### src/rtl/mdio_pkg.sv
package mdio_pkg;
  localparam int ADDR_W   = 5;
  localparam int DATA_W   = 16;
  localparam int IDX_W    = 7;
  localparam int PRE_LEN  = 32;
  localparam int HDR_BEG  = PRE_LEN + 4;          // first address bit-time
  localparam int HDR_END  = HDR_BEG + 2*ADDR_W;   // first bit-time after header
  localparam int RD_DBEG  = HDR_END + 1;
  localparam int WR_DBEG  = HDR_END + 2;
  localparam int RD_LAST  = RD_DBEG + DATA_W;     // released final bit-time
  localparam int WR_LAST  = WR_DBEG + DATA_W;
endpackage

### src/rtl/mdio_half_timer.sv
module mdio_half_timer #(
  parameter int HALF_CYC = 2500
) (
  input  logic clk_i,
  input  logic rst_ni,
  input  logic run_i,
  output logic half_end_o
);
  if (HALF_CYC <= 1) begin : g_direct
    assign half_end_o = run_i;
  end else begin : g_count
    localparam int CNT_W = $clog2(HALF_CYC);
    localparam logic [CNT_W-1:0] CNT_MAX = CNT_W'(HALF_CYC - 1);
    logic [CNT_W-1:0] cnt_q;

    assign half_end_o = run_i && (cnt_q == CNT_MAX);

    always_ff @(posedge clk_i or negedge rst_ni) begin
      if (!rst_ni)         cnt_q <= '0;
      else if (!run_i)     cnt_q <= '0;
      else if (half_end_o) cnt_q <= '0;
      else                 cnt_q <= cnt_q + 1'b1;
    end

    a_r8_cnt_range: assert property (@(posedge clk_i) disable iff (!rst_ni)
      cnt_q <= CNT_MAX);
    a_r8_cnt_idle: assert property (@(posedge clk_i) disable iff (!rst_ni)
      !run_i |=> cnt_q == '0);
  end
endmodule

### src/rtl/mdio_frame_enc.sv
module mdio_frame_enc
  import mdio_pkg::*;
(
  input  logic [IDX_W-1:0]  idx_i,
  input  logic              rd_i,
  input  logic [ADDR_W-1:0] phy_i,
  input  logic [ADDR_W-1:0] reg_i,
  input  logic [DATA_W-1:0] wdata_i,
  output logic              mdo_o,
  output logic              oe_o,
  output logic              smp_o,
  output logic              last_o
);
  logic [2*ADDR_W-1:0] hdr;
  logic [3:0]          hk;
  logic [3:0]          dk;
  logic [IDX_W-1:0]    hoff;
  logic [IDX_W-1:0]    doff;

  assign hdr  = {phy_i, reg_i};
  assign hoff = idx_i - IDX_W'(HDR_BEG);
  assign doff = idx_i - IDX_W'(rd_i ? RD_DBEG : WR_DBEG);
  assign hk   = hoff[3:0];
  assign dk   = doff[3:0];

  always_comb begin
    mdo_o  = 1'b0;
    oe_o   = 1'b0;
    smp_o  = 1'b0;
    last_o = rd_i ? (idx_i == IDX_W'(RD_LAST)) : (idx_i == IDX_W'(WR_LAST));
    if (idx_i < IDX_W'(PRE_LEN)) begin
      mdo_o = 1'b1;
      oe_o  = 1'b1;
    end else if (idx_i < IDX_W'(PRE_LEN + 2)) begin
      oe_o  = 1'b1;
      mdo_o = idx_i[0];                    // start: 0 then 1
    end else if (idx_i < IDX_W'(HDR_BEG)) begin
      oe_o  = 1'b1;
      mdo_o = rd_i ^ idx_i[0];             // read 1,0 / write 0,1
    end else if (idx_i < IDX_W'(HDR_END)) begin
      oe_o  = 1'b1;
      mdo_o = hdr[4'(2*ADDR_W-1) - hk];
    end else if (idx_i >= IDX_W'(rd_i ? RD_DBEG : WR_DBEG) &&
                 idx_i <  IDX_W'(rd_i ? RD_LAST : WR_LAST)) begin
      if (rd_i) smp_o = 1'b1;
      else begin
        oe_o  = 1'b1;
        mdo_o = wdata_i[4'(DATA_W-1) - dk];
      end
    end
  end
endmodule

### src/rtl/mdio_master.sv
module mdio_master
  import mdio_pkg::*;
#(
  parameter int HALF_CYC = 2500
) (
  input  logic              clk_i,
  input  logic              rst_ni,
  input  logic              req_i,
  input  logic              rd_i,
  input  logic [ADDR_W-1:0] phy_addr_i,
  input  logic [ADDR_W-1:0] reg_addr_i,
  input  logic [DATA_W-1:0] wdata_i,
  input  logic              mdio_i,
  output logic              busy_o,
  output logic              mdc_o,
  output logic              mdio_o,
  output logic              mdio_oe_o,
  output logic [DATA_W-1:0] rdata_o,
  output logic              done_o
);
  logic              busy_q, phase_hi_q, done_q, rd_q;
  logic [IDX_W-1:0]  idx_q;
  logic [ADDR_W-1:0] phy_q, reg_q;
  logic [DATA_W-1:0] wd_q, shreg_q, rdata_q;
  logic              half_end, enc_mdo, enc_oe, enc_smp, enc_last, frame_end;

  mdio_half_timer #(.HALF_CYC(HALF_CYC)) u_timer (
    .clk_i, .rst_ni, .run_i(busy_q), .half_end_o(half_end)
  );

  mdio_frame_enc u_enc (
    .idx_i(idx_q), .rd_i(rd_q), .phy_i(phy_q), .reg_i(reg_q), .wdata_i(wd_q),
    .mdo_o(enc_mdo), .oe_o(enc_oe), .smp_o(enc_smp), .last_o(enc_last)
  );

  assign frame_end = half_end && phase_hi_q && enc_last;

  always_ff @(posedge clk_i or negedge rst_ni) begin
    if (!rst_ni) begin
      busy_q <= 1'b0; phase_hi_q <= 1'b0; done_q <= 1'b0; rd_q <= 1'b0;
      idx_q <= '0; phy_q <= '0; reg_q <= '0; wd_q <= '0;
      shreg_q <= '0; rdata_q <= '0;
    end else begin
      done_q <= 1'b0;
      if (!busy_q) begin
        if (req_i) begin
          busy_q <= 1'b1; phase_hi_q <= 1'b0; idx_q <= '0;
          rd_q <= rd_i; phy_q <= phy_addr_i; reg_q <= reg_addr_i; wd_q <= wdata_i;
        end
      end else if (half_end) begin
        phase_hi_q <= ~phase_hi_q;
        if (phase_hi_q) begin
          if (enc_smp) shreg_q <= {shreg_q[DATA_W-2:0], mdio_i};
          if (enc_last) begin
            busy_q <= 1'b0;
            done_q <= 1'b1;
            if (rd_q) rdata_q <= shreg_q;
          end else begin
            idx_q <= idx_q + 1'b1;
          end
        end
      end
    end
  end

  assign busy_o    = busy_q;
  assign mdc_o     = busy_q && phase_hi_q;
  assign mdio_o    = busy_q && enc_mdo;
  assign mdio_oe_o = busy_q && enc_oe;
  assign rdata_o   = rdata_q;
  assign done_o    = done_q;

  a_r1_idle_quiet: assert property (@(posedge clk_i) disable iff (!rst_ni)
    !busy_o |-> !mdc_o && !mdio_o && !mdio_oe_o);
  a_r2_fields_hold: assert property (@(posedge clk_i) disable iff (!rst_ni)
    busy_q && !frame_end |=> $stable({rd_q, phy_q, reg_q, wd_q}));
  a_r6_r7_idx_bound: assert property (@(posedge clk_i) disable iff (!rst_ni)
    busy_q |-> idx_q <= IDX_W'(rd_q ? RD_LAST : WR_LAST));
  a_r8_mdc_hold: assert property (@(posedge clk_i) disable iff (!rst_ni)
    busy_q && !half_end |=> $stable(mdc_o));
  a_r8_data_hold: assert property (@(posedge clk_i) disable iff (!rst_ni)
    busy_q && !(half_end && phase_hi_q) |=> $stable(mdio_o) && $stable(mdio_oe_o));
  a_r9_done_pulse: assert property (@(posedge clk_i) disable iff (!rst_ni)
    done_o |=> !done_o);
  a_r9_done_at_end: assert property (@(posedge clk_i) disable iff (!rst_ni)
    $fell(busy_o) |-> done_o);
  a_r10_rdata_hold: assert property (@(posedge clk_i) disable iff (!rst_ni)
    !(frame_end && rd_q) |=> $stable(rdata_o));
endmodule

### config.mk
export PLATFORM = sky130hd
export DESIGN_NAME = mdio_master
export DESIGN_NICKNAME = d
export VERILOG_FILES = /design/src/rtl/mdio_pkg.sv /design/src/rtl/mdio_half_timer.sv /design/src/rtl/mdio_frame_enc.sv /design/src/rtl/mdio_master.sv
export SDC_FILE = /design/constraint.sdc
export NUM_CORES = 1
export LEC_CHECK = 0
export ABC_AREA = 1
export BUFFER_PORTS_ARGS = -buffer_cell sky130_fd_sc_hd__buf_2
export CAP_MARGIN = 25
export CORE_ASPECT_RATIO = 0.9
export CORE_MARGIN = 5
export CORE_UTILIZATION = 57
export CTS_CLUSTER_SIZE = 12
export DETAILED_ROUTE_END_ITERATION = 8
export PLACE_DENSITY = 0.86
export SLEW_MARGIN = 25
export SYNTH_ARGS = -nofsm -noshare
export SYNTH_HDL_FRONTEND = slang
export SYNTH_SLANG_ARGS = --single-unit
### constraint.sdc
create_clock -name clk_i -period 4.3 [get_ports clk_i]
set_input_delay 0.645 -clock clk_i [delete_from_list [all_inputs] [get_ports clk_i]]
set_output_delay 0.645 -clock clk_i [all_outputs]
set_load 0.02 [all_outputs]
==> impl_metrics.tcl, run 1 <==
set metrics [dict create \
    grt_pass1_wl_um 15000 \
    grt_overflow 0 \
    crit_path_frequent_cell "nand2_1" \
    dpl_worst_slack_ps 1060 \
    critical_path.top_delay_family "adder cells" \
    syn_avg_cell_area_um2 9.15 \
    power_frac_seq 0.543 \
    port_buffers 51 \
    drt_iter0_markers 230 \
    critPathLaunchType "flip-flop" \
    core_um2 7040 \
    cts_buffers 9 \
    dpl.cell_count 580 \
    p_int_mw 1.11 \
    crit_fanout 11 \
    place_area_um2 4410 \
    nNetsFinal 545 \
    antenna_found_initial 0 \
    holdBufCountCts 0 \
    ys_seq_area_frac 0.493 \
    vdd_ir_drop_max_uv 210 \
    final_max_slew_viol_count 0 \
    via_per_inst 5.42 \
    setup.worst_path.end_class "output pin" \
    firstDrtPassIters 4 \
    status "finished, final reports clean" \
    synth-compound-area-share 0.116 \
    syn_area_um2 4110 \
    switching_share 0.205 \
    total_power_mw 1.40 \
    die_x_um 99.5 \
    syn_inst 449 \
    p_leak_nw 2.31 \
    critPathMaxStageDelay_ps 590 \
    synth_nets 496 \
    maxCapViolations 0 \
    synthDistinctLibCells 36 \
    rows 29 \
    post_cts_buffers 0 \
    critical_path_buf_inv_count 3 \
    synthXorXnorAreaFrac 0.0192 \
    path_clk_slew_ps 80 \
    insertion_delay_ps 350 \
    cts_root_buf "clkbuf_8" \
    wire_per_inst_um 14.7 \
    p_clk_frac 0.437 \
    drive_gt1_frac 0.241 \
    grt_pass1_vias 3354 \
    io_pins 52 \
    synthMuxAreaShare 0.0548 \
    cts_tree "built" \
    place.gp.congestion 0.922 \
    dpl.hpwl_um 6250 \
    fin_area_um2 4630 \
    synth_simple_gate_area_frac 0.195 \
    finalSetupViolations 0 \
    max_slew.worst_pin.slew_ps 793 \
    setup_tns_ps 0 \
    grt_use_total 0.209 \
    die_area_um2 9010 \
    rsz0062_at_grt "false" \
    final_cell_mix "98 x nand2_1, 81 x dfrtp_1, 50 x buf_2" \
    drc 0 \
    path_cells "inv_1 > ha_1 > fa_1 > inv_1 > nand3_1 > nand3_1 > nand2_1 > nor2_1 > nor2_1 > nand2_1 > nand2_1 > nand2_1 > a21oi_1 > buf_2" \
    ctsResizeCount 0 \
    grt_max_degree 82 \
    timing_hold_violations_final 0 \
    timing.fmax_mhz 271 \
    fp.dieH_um 90.6 \
    hold_path_class "in2async" \
    p_sw_mw 0.288 \
    clkSinkCount 81 \
    critPathArrivalTime_ps 3040 \
    postRouteAntennaNets 0 \
    initial_utilization 0.584 \
    fin_hold_ws_ps 316 \
    layout_commonest_cell "nand2_1" \
    fin_crit_sh 0.857 \
    required_ps 3650 \
    finClkSkew_ps 9.96 \
    cts_max_level 3 \
    power.density_nw_per_um2 303 \
    combPwrFrac 0.020 \
    synth_top_family_by_area "simple AND/OR/NAND/NOR gates" \
    timing.final.crit_period_ps 3680 \
    wirelength_um 8750 \
    dr_total_vias 3227 \
    cts_buffer_depth 2 \
    slew_headroom 0.470 \
    reg2reg_slack_ps 1190 \
    syn2layout_area_growth_pct 12.7 \
    crit_slowest_cell "fa_1" \
    fin_cells 595 \
    crit_type "reg2out" \
    fin_ws_ps 616 \
    fin_util 0.658 \
    ys_warn_count 0 \
    synth-adder-area-share 0.0505 \
    diodes 0 \
    synth-seq-cells 81 \
]
state kept, by name (all words and copies together), names as in the netlist:
register,count
rdata_o,16
shreg_q,16
wd_q,16
u_timer.g_count.cnt_q,12
idx_q,7
phy_q,5
reg_q,5
busy_o,1
done_o,1
phase_hi_q,1
rd_q,1
logic make-up after synthesis:
logic type	count (synthesis)
simple gates	184
flops	81
compound gates	71
buf+inv	68
mux	20
fa+ha+maj	16
xor+xnor	9
cell usage after synthesis:
cell | instances | area, um^2
buf_2 | 9 | 45.0
o221ai_1 | 1 | 8.76
dfrtp_1 | 81 | 2030
o21ai_0 | 4 | 20.0
ha_1 | 15 | 188
mux2_1 | 1 | 11.3
buf_6 | 2 | 22.5
inv_2 | 6 | 22.5
nand4_2 | 2 | 25.0
nor3_1 | 8 | 40.0
nor2_1 | 36 | 135
a21oi_4 | 1 | 16.3
o31ai_2 | 4 | 50.1
buf_1 | 1 | 3.75
nand4_1 | 1 | 6.26
nand3_1 | 33 | 165
nor3b_1 | 2 | 15.0
a21oi_2 | 1 | 8.76
a221oi_1 | 1 | 8.76
inv_1 | 45 | 169
nor3_2 | 2 | 20.0
clkinv_1 | 1 | 3.75
mux2_2 | 19 | 214
xnor2_1 | 3 | 26.3
clkbuf_1 | 1 | 3.75
nand2_1 | 98 | 368
nor4_4 | 1 | 21.3
fa_1 | 1 | 20.0
nand2_2 | 1 | 6.26
xor2_1 | 6 | 52.6
a21oi_1 | 19 | 95.1
a31oi_1 | 1 | 6.26
o21ai_2 | 16 | 140
o21ai_1 | 20 | 100
o21a_1 | 3 | 22.5
buf_4 | 3 | 22.5
final timing paths:
path | from | cells past startpoint | to
worst min-delay path | rst_ni | 1 | wd_q[5]
min in group clk_i | u_timer.g_count.cnt_q[0] | 1 | u_timer.g_count.cnt_q[0]
worst min register to register | u_timer.g_count.cnt_q[0] | 1 | u_timer.g_count.cnt_q[0]
worst max register to register | idx_q[0] | 8 | rdata_o[15]
worst max-delay path | idx_q[0] | 14 | mdio_o
max in group asynchronous | rst_ni | 1 | shreg_q[1]
routing by layer:
layer  track usage  part of all wire
met2         0.345              0.50
met5             0                 0
met1         0.250              0.41
met3        0.0633             0.052
met4        0.0933             0.033
power by group through the flow:
stage               registers, mW  clock network (mW)  logic [mW]
floorplan                   0.776                   0    0.000503
global placement            0.776                   0      0.0276
detailed placement          0.776                   0      0.0287
CTS                         0.761               0.623      0.0288
global route                0.761               0.661      0.0328
finish                      0.761               0.612      0.0277
worst reg2reg max path: stages (launching register included):
cell     delay (ps)
dfrtp_1         550
inv_1           220
ha_1            520
inv_2           160
nor3_2          210
nand2_1         130
inv_1            90
nand3_1         560
mux2_1          540
layout make-up:
type	instances	area [um^2]
fill	558	2410
sequential	81	2030
multi-input combinational	300	1790
timing repair buffer	54	284
inverter	52	195
clock buffer	11	141
tap	93	116
clock inverter	4	76.3
No activity file was read; power rests on OpenSTA's default activity.
==> run 2: changes to the inputs <==
--- a/config.mk
+++ b/config.mk
@@ -5,7 +5,6 @@
 export SDC_FILE = /design/constraint.sdc
 export NUM_CORES = 1
 export LEC_CHECK = 0
-export ABC_AREA = 1
 export BUFFER_PORTS_ARGS = -buffer_cell sky130_fd_sc_hd__buf_2
 export CAP_MARGIN = 25
 export CORE_ASPECT_RATIO = 0.9
==> constraint.sdc (replaced) <==
create_clock -name clk_i -period 4.3 [get_ports clk_i]
set_input_delay 0.645 -clock clk_i [delete_from_list [all_inputs] [get_ports clk_i]]
set_output_delay 0.645 -clock clk_i [all_outputs]
set_load 0.1 [all_outputs]
==> run 2 against run 1 <==
- via count is 20% lower
- routed wire length down 12%
- final cell count is 24% lower
- synthesized cell count shrank 32%
- highest routed layer unchanged
- clock power is 9.6% higher
- largest cell class unchanged
- critical path depth fell by 5
- die area shrank 3.3%
==> impl_metrics.tcl, run 2 <==
set metrics [dict create \
    diodes 0 \
    io_pins 52 \
    synth.top_cell.area_share 0.512 \
    grt_pass1_wl_um 13300 \
    port_buffers 51 \
    status "finished, final reports clean" \
    reg2reg_slack_ps 1280 \
    hold_path_class "in2async" \
    dpl_worst_slack_ps 937 \
    grt_pass1_vias 2684 \
    layout_commonest_cell "dfrtp_1" \
    required_ps 3650 \
    ctsResizeCount 0 \
    postRouteAntennaNets 0 \
    die_x_um 97.9 \
    die_area_um2 8720 \
    crit_type "reg2out" \
    synth-compound-area-share 0.0566 \
    cts_max_level 3 \
    syn_area_um2 3960 \
    fin_crit_sh 0.870 \
    synth_edf_count 0 \
    fp.dieH_um 89.1 \
    maxCapViolations 0 \
    fin_util 0.679 \
    timing.fmax_mhz 267 \
    ys_seq_area_frac 0.512 \
    place.gp.congestion 0.883 \
    timing.final.crit_period_ps 3740 \
    synth_top_area_cell "dfrtp_1" \
    wire_per_inst_um 17.1 \
    critPathLaunchType "flip-flop" \
    drt_iter0_markers 175 \
    dr_total_vias 2579 \
    cts_buffer_depth 2 \
    fin_ws_ps 561 \
    yosysMostFrequentCell "dfrtp_1" \
    crit_fanout 11 \
    nNetsFinal 404 \
    synthXorXnorAreaFrac 0.0376 \
    grt_use_total 0.194 \
    final_max_slew_viol_count 0 \
    syn_inst 307 \
    synth-seq-cells 81 \
    fin_hold_ws_ps 299 \
    synth_top_family_by_area "multiplexers" \
    place_area_um2 4270 \
    rows 28 \
    synth_nets 354 \
    grt_max_degree 82 \
    syn_avg_cell_area_um2 12.9 \
    initial_utilization 0.595 \
    synth_common_cells "81 x dfrtp_1, 52 x mux2_2, 23 x nor2_1" \
    holdBufCountCts 0 \
    critPathArrivalTime_ps 3090 \
    synthTopCellsByArea "dfrtp_1 51%, mux2_2 15%, ha_1 4.7%" \
    p_leak_nw 2.21 \
    cts_root_buf "clkbuf_8" \
    ys_warn_count 0 \
    synthMuxAreaShare 0.214 \
    cts_tree "built" \
    vdd_ir_drop_max_uv 217 \
    dpl.cell_count 436 \
    slew_headroom 0.451 \
    insertion_delay_ps 360 \
    synthDistinctLibCells 54 \
    core_um2 6660 \
    max_slew.worst_pin.slew_ps 822 \
    fin_area_um2 4520 \
    dpl.hpwl_um 5210 \
    synth_simple_gate_area_frac 0.104 \
    final_cell_mix "81 x dfrtp_1, 52 x mux2_2, 50 x buf_2" \
    synthFlopType "dfrtp_1" \
    drc 0 \
    finalSetupViolations 0 \
    path_clk_slew_ps 90 \
    syn2layout_area_growth_pct 14.1 \
    setup_tns_ps 0 \
    wirelength_um 7690 \
    clkSinkCount 81 \
    finClkSkew_ps 12.4 \
    firstDrtPassIters 4 \
    power.density_nw_per_um2 350 \
    setup.worst_path.end_class "output pin" \
    total_power_mw 1.58 \
    fill_cells 461 \
    synth-adder-area-share 0.0524 \
    antenna_found_initial 0 \
    synth-async-reset-ratio 1.00 \
    grt_overflow 0 \
    via_per_inst 5.72 \
    timing_hold_violations_final 0 \
    fin_cells 451 \
    post_cts_buffers 0 \
    cts_buffers 9 \
    rsz0062_at_grt "false" \
    drive_gt1_frac 0.402 \
]
-- run 2: cell count changes after synthesis, moves of 13 or more --
cell,delta
inv_1,-40
o21ai_1,-19
nand2_1,-88
mux2_2,+33
o21ai_2,-16
nand3_1,-24
nor2_1,-13
-- run 2: layout make-up --
type                       instances  area [um^2]  share of cell area
clock buffer                       9          124              0.0274
clock inverter                     6          116              0.0258
inverter                           5         18.8             0.00416
multi-input combinational        207         1840               0.408
sequential                        81         2030               0.449
tap                               90          113              0.0249
timing repair buffer              53          277              0.0612
-- run 2: per-layer routing --
layer  vias up  global-route usage  wire (um)
met2        66               0.324       3870
met1      1299               0.247       3310
met4         0              0.0642        140
met3        12              0.0569        371
met5         -                   0          0
li1       1202                   -          -
-- run 2: logic make-up after synthesis --
kind of cell / Yosys count
AO/OA/AOI/OAI: 32
AND/OR/NAND/NOR: 74
adder cells (fa/ha/maj): 16
flip-flops: 81
XOR/XNOR: 17
buffers and inverters: 19
multiplexers: 68
-- run 2: worst max-delay path, cell delays in order (launching register included) --
cell and delay (ps):
dfrtp_1 540, inv_1 140, ha_1 230, fa_1 590, mux4_2 330, mux2_2 270, nor2_1 80, a21oi_1 50
a31o_2 210, buf_2 290
-- run 2: worst paths after layout --
path | endpoint | startpoint | cells after the start
worst max-delay path | mdio_o | idx_q[0] | 9
worst min-delay path | rdata_o[14] | rst_ni | 1
worst max register to register | shreg_q[5] | rd_q | 9
worst min register to register | u_timer.g_count.cnt_q[0] | u_timer.g_count.cnt_q[0] | 1
max in group asynchronous | idx_q[3] | rst_ni | 1
min in group clk_i | u_timer.g_count.cnt_q[0] | u_timer.g_count.cnt_q[0] | 1
-- run 2: power by group --
part / internal (mW) / total, mW / leakage [nW] / switching [mW]
combinational: 0.0571 / 0.118 / 1.03 / 0.0610
clock: 0.386 / 0.671 / 0.120 / 0.285
sequential: 0.776 / 0.790 / 1.07 / 0.0138
total: 1.22 / 1.58 / 2.21 / 0.360
==> run 3: changes to the inputs <==
--- a/config.mk
+++ b/config.mk
@@ -9,10 +9,10 @@
 export CAP_MARGIN = 25
 export CORE_ASPECT_RATIO = 0.9
 export CORE_MARGIN = 5
-export CORE_UTILIZATION = 57
+export CORE_UTILIZATION = 37
 export CTS_CLUSTER_SIZE = 12
 export DETAILED_ROUTE_END_ITERATION = 8
-export PLACE_DENSITY = 0.86
+export PLACE_DENSITY = 0.62
 export SLEW_MARGIN = 25
 export SYNTH_ARGS = -nofsm -noshare
 export SYNTH_HDL_FRONTEND = slang
==> run 3 against run 2 <==
- register-to-register slack barely moved
- count of clock-buffer cells in the layout rose by 2
- flip-flop and latch count did not move
- total power rose by 7.6%
- routed wire length fell by 1.4%
==> impl_metrics.tcl, run 3 (synthesis gave the netlist of run 2 again) <==
set metrics [dict create \
    finClkSkew_ps 8.04 \
    timing_hold_violations_final 0 \
    initial_utilization 0.383 \
    post_cts_buffers 0 \
    die_area_um2 12900 \
    final_max_slew_viol_count 0 \
    grt_use_total 0.129 \
    ctsResizeCount 0 \
    maxCapViolations 0 \
    core_um2 10300 \
    required_ps 3650 \
    vdd_ir_drop_max_uv 210 \
    io_pins 52 \
    grt_pass1_vias 2683 \
    dr_total_vias 2528 \
    grt_overflow 0 \
    clkSinkCount 81 \
    grt_max_degree 82 \
    postRouteAntennaNets 0 \
    path_clk_slew_ps 60 \
    fin_ws_ps 567 \
    layout_commonest_cell "dfrtp_1" \
    cts_buffer_depth 2 \
    rows 35 \
    drt_iter0_markers 106 \
    dpl_worst_slack_ps 934 \
    cts_root_buf "clkbuf_16" \
    cts_buffers 9 \
    drive_gt1_frac 0.403 \
    slew_headroom 0.454 \
    crit_type "reg2out" \
    critPathLaunchType "flip-flop" \
    grt_pass1_wl_um 13200 \
    setup.worst_path.end_class "output pin" \
    nNetsFinal 404 \
    finalSetupViolations 0 \
    critPathArrivalTime_ps 3090 \
    rsz0062_at_grt "false" \
    final_cell_mix "81 x dfrtp_1, 52 x mux2_2, 50 x buf_2" \
    crit_fanout 11 \
    holdBufCountCts 0 \
    hold_path_class "in2async" \
    cts_max_level 3 \
    timing.final.crit_period_ps 3730 \
    antenna_found_initial 0 \
    via_per_inst 5.15 \
    cts_tree "built" \
    max_slew.worst_pin.slew_ps 818 \
    status "finished, final reports clean" \
    port_buffers 51 \
    diodes 0 \
    insertion_delay_ps 330 \
    syn2layout_area_growth_pct 17.2 \
    drc 0 \
    setup_tns_ps 0 \
    wire_per_inst_um 15.4 \
    dpl.hpwl_um 5410 \
    power.density_nw_per_um2 366 \
    wirelength_um 7580 \
    die_x_um 119 \
    firstDrtPassIters 4 \
    fin_util 0.449 \
    p_leak_nw 2.24 \
    fin_crit_sh 0.868 \
    timing.fmax_mhz 268 \
    place.gp.congestion 0.802 \
    fin_hold_ws_ps 328 \
    fp.dieH_um 108 \
]
-- run 3: changes by cell type in the layout (fill, tap and decap cells not counted) --
cell        previous run  this run
bufinv_16              3         1
clkinvlp_4             0         2
clkbuf_8               9         2
clkinv_4               2         1
clkbuf_16              0         9
-- run 3: worst paths after layout --
check                                           end  cells past startpoint  slack [ps]                      from
max in group asynchronous                   wd_q[2]                      1        3440                    rst_ni
hold / removal                             phy_q[1]                      1         330                    rst_ni
setup / recovery                             mdio_o                      9         570                  idx_q[0]
hold reg to reg            u_timer.g_count.cnt_q[0]                      1         490  u_timer.g_count.cnt_q[0]
setup reg to reg                         shreg_q[5]                      8        1270                      rd_q
min in group clk_i         u_timer.g_count.cnt_q[0]                      1         490  u_timer.g_count.cnt_q[0]
-- run 3: stage by stage --
step / cell area, um^2 / cells / power, mW
2_1_floorplan: 3960 / 307 / 0.876
3_3_place_gp: 4320 / 475 / 0.919
3_5_place_dp: 4320 / 475 / 0.924
4_1_cts: 4640 / 491 / 1.72
5_1_grt: 4640 / 491 / 1.77
6_report: 4640 / 491 / 1.70
-- run 3: layout make-up --
cell class	count	area, um^2
flip-flops and latches	81	2030
well taps	129	161
multi-input cells	207	1840
repair buffers	53	277
clock inverters	5	62.6
inverters	5	18.8
clock buffers	11	253
fillers	973	5690
-- run 3: report_power, final --
part / total, mW / internal [mW] / leakage [nW] / switching (mW)
logic: 0.118 / 0.0569 / 1.03 / 0.0607
clock network: 0.790 / 0.484 / 0.148 / 0.306
registers: 0.791 / 0.777 / 1.07 / 0.0143
-- run 3: metal layers --
metal / vias up / track usage / routed length [um]
li1: 1208 / - / -
met1: 1256 / 0.168 / 3500
met3: 10 / 0.0329 / 301
met4: 0 / 0.0513 / 136
met5: - / 0 / 0
met2: 54 / 0.207 / 3650
-- run 3: worst max-delay path, stage by stage, from the launching register on --
cell	delay [ps]
dfrtp_1	540
inv_1	140
ha_1	240
fa_1	590
mux4_2	320
mux2_2	270
nor2_1	80
a21oi_1	60
a31o_2	220
buf_2	290
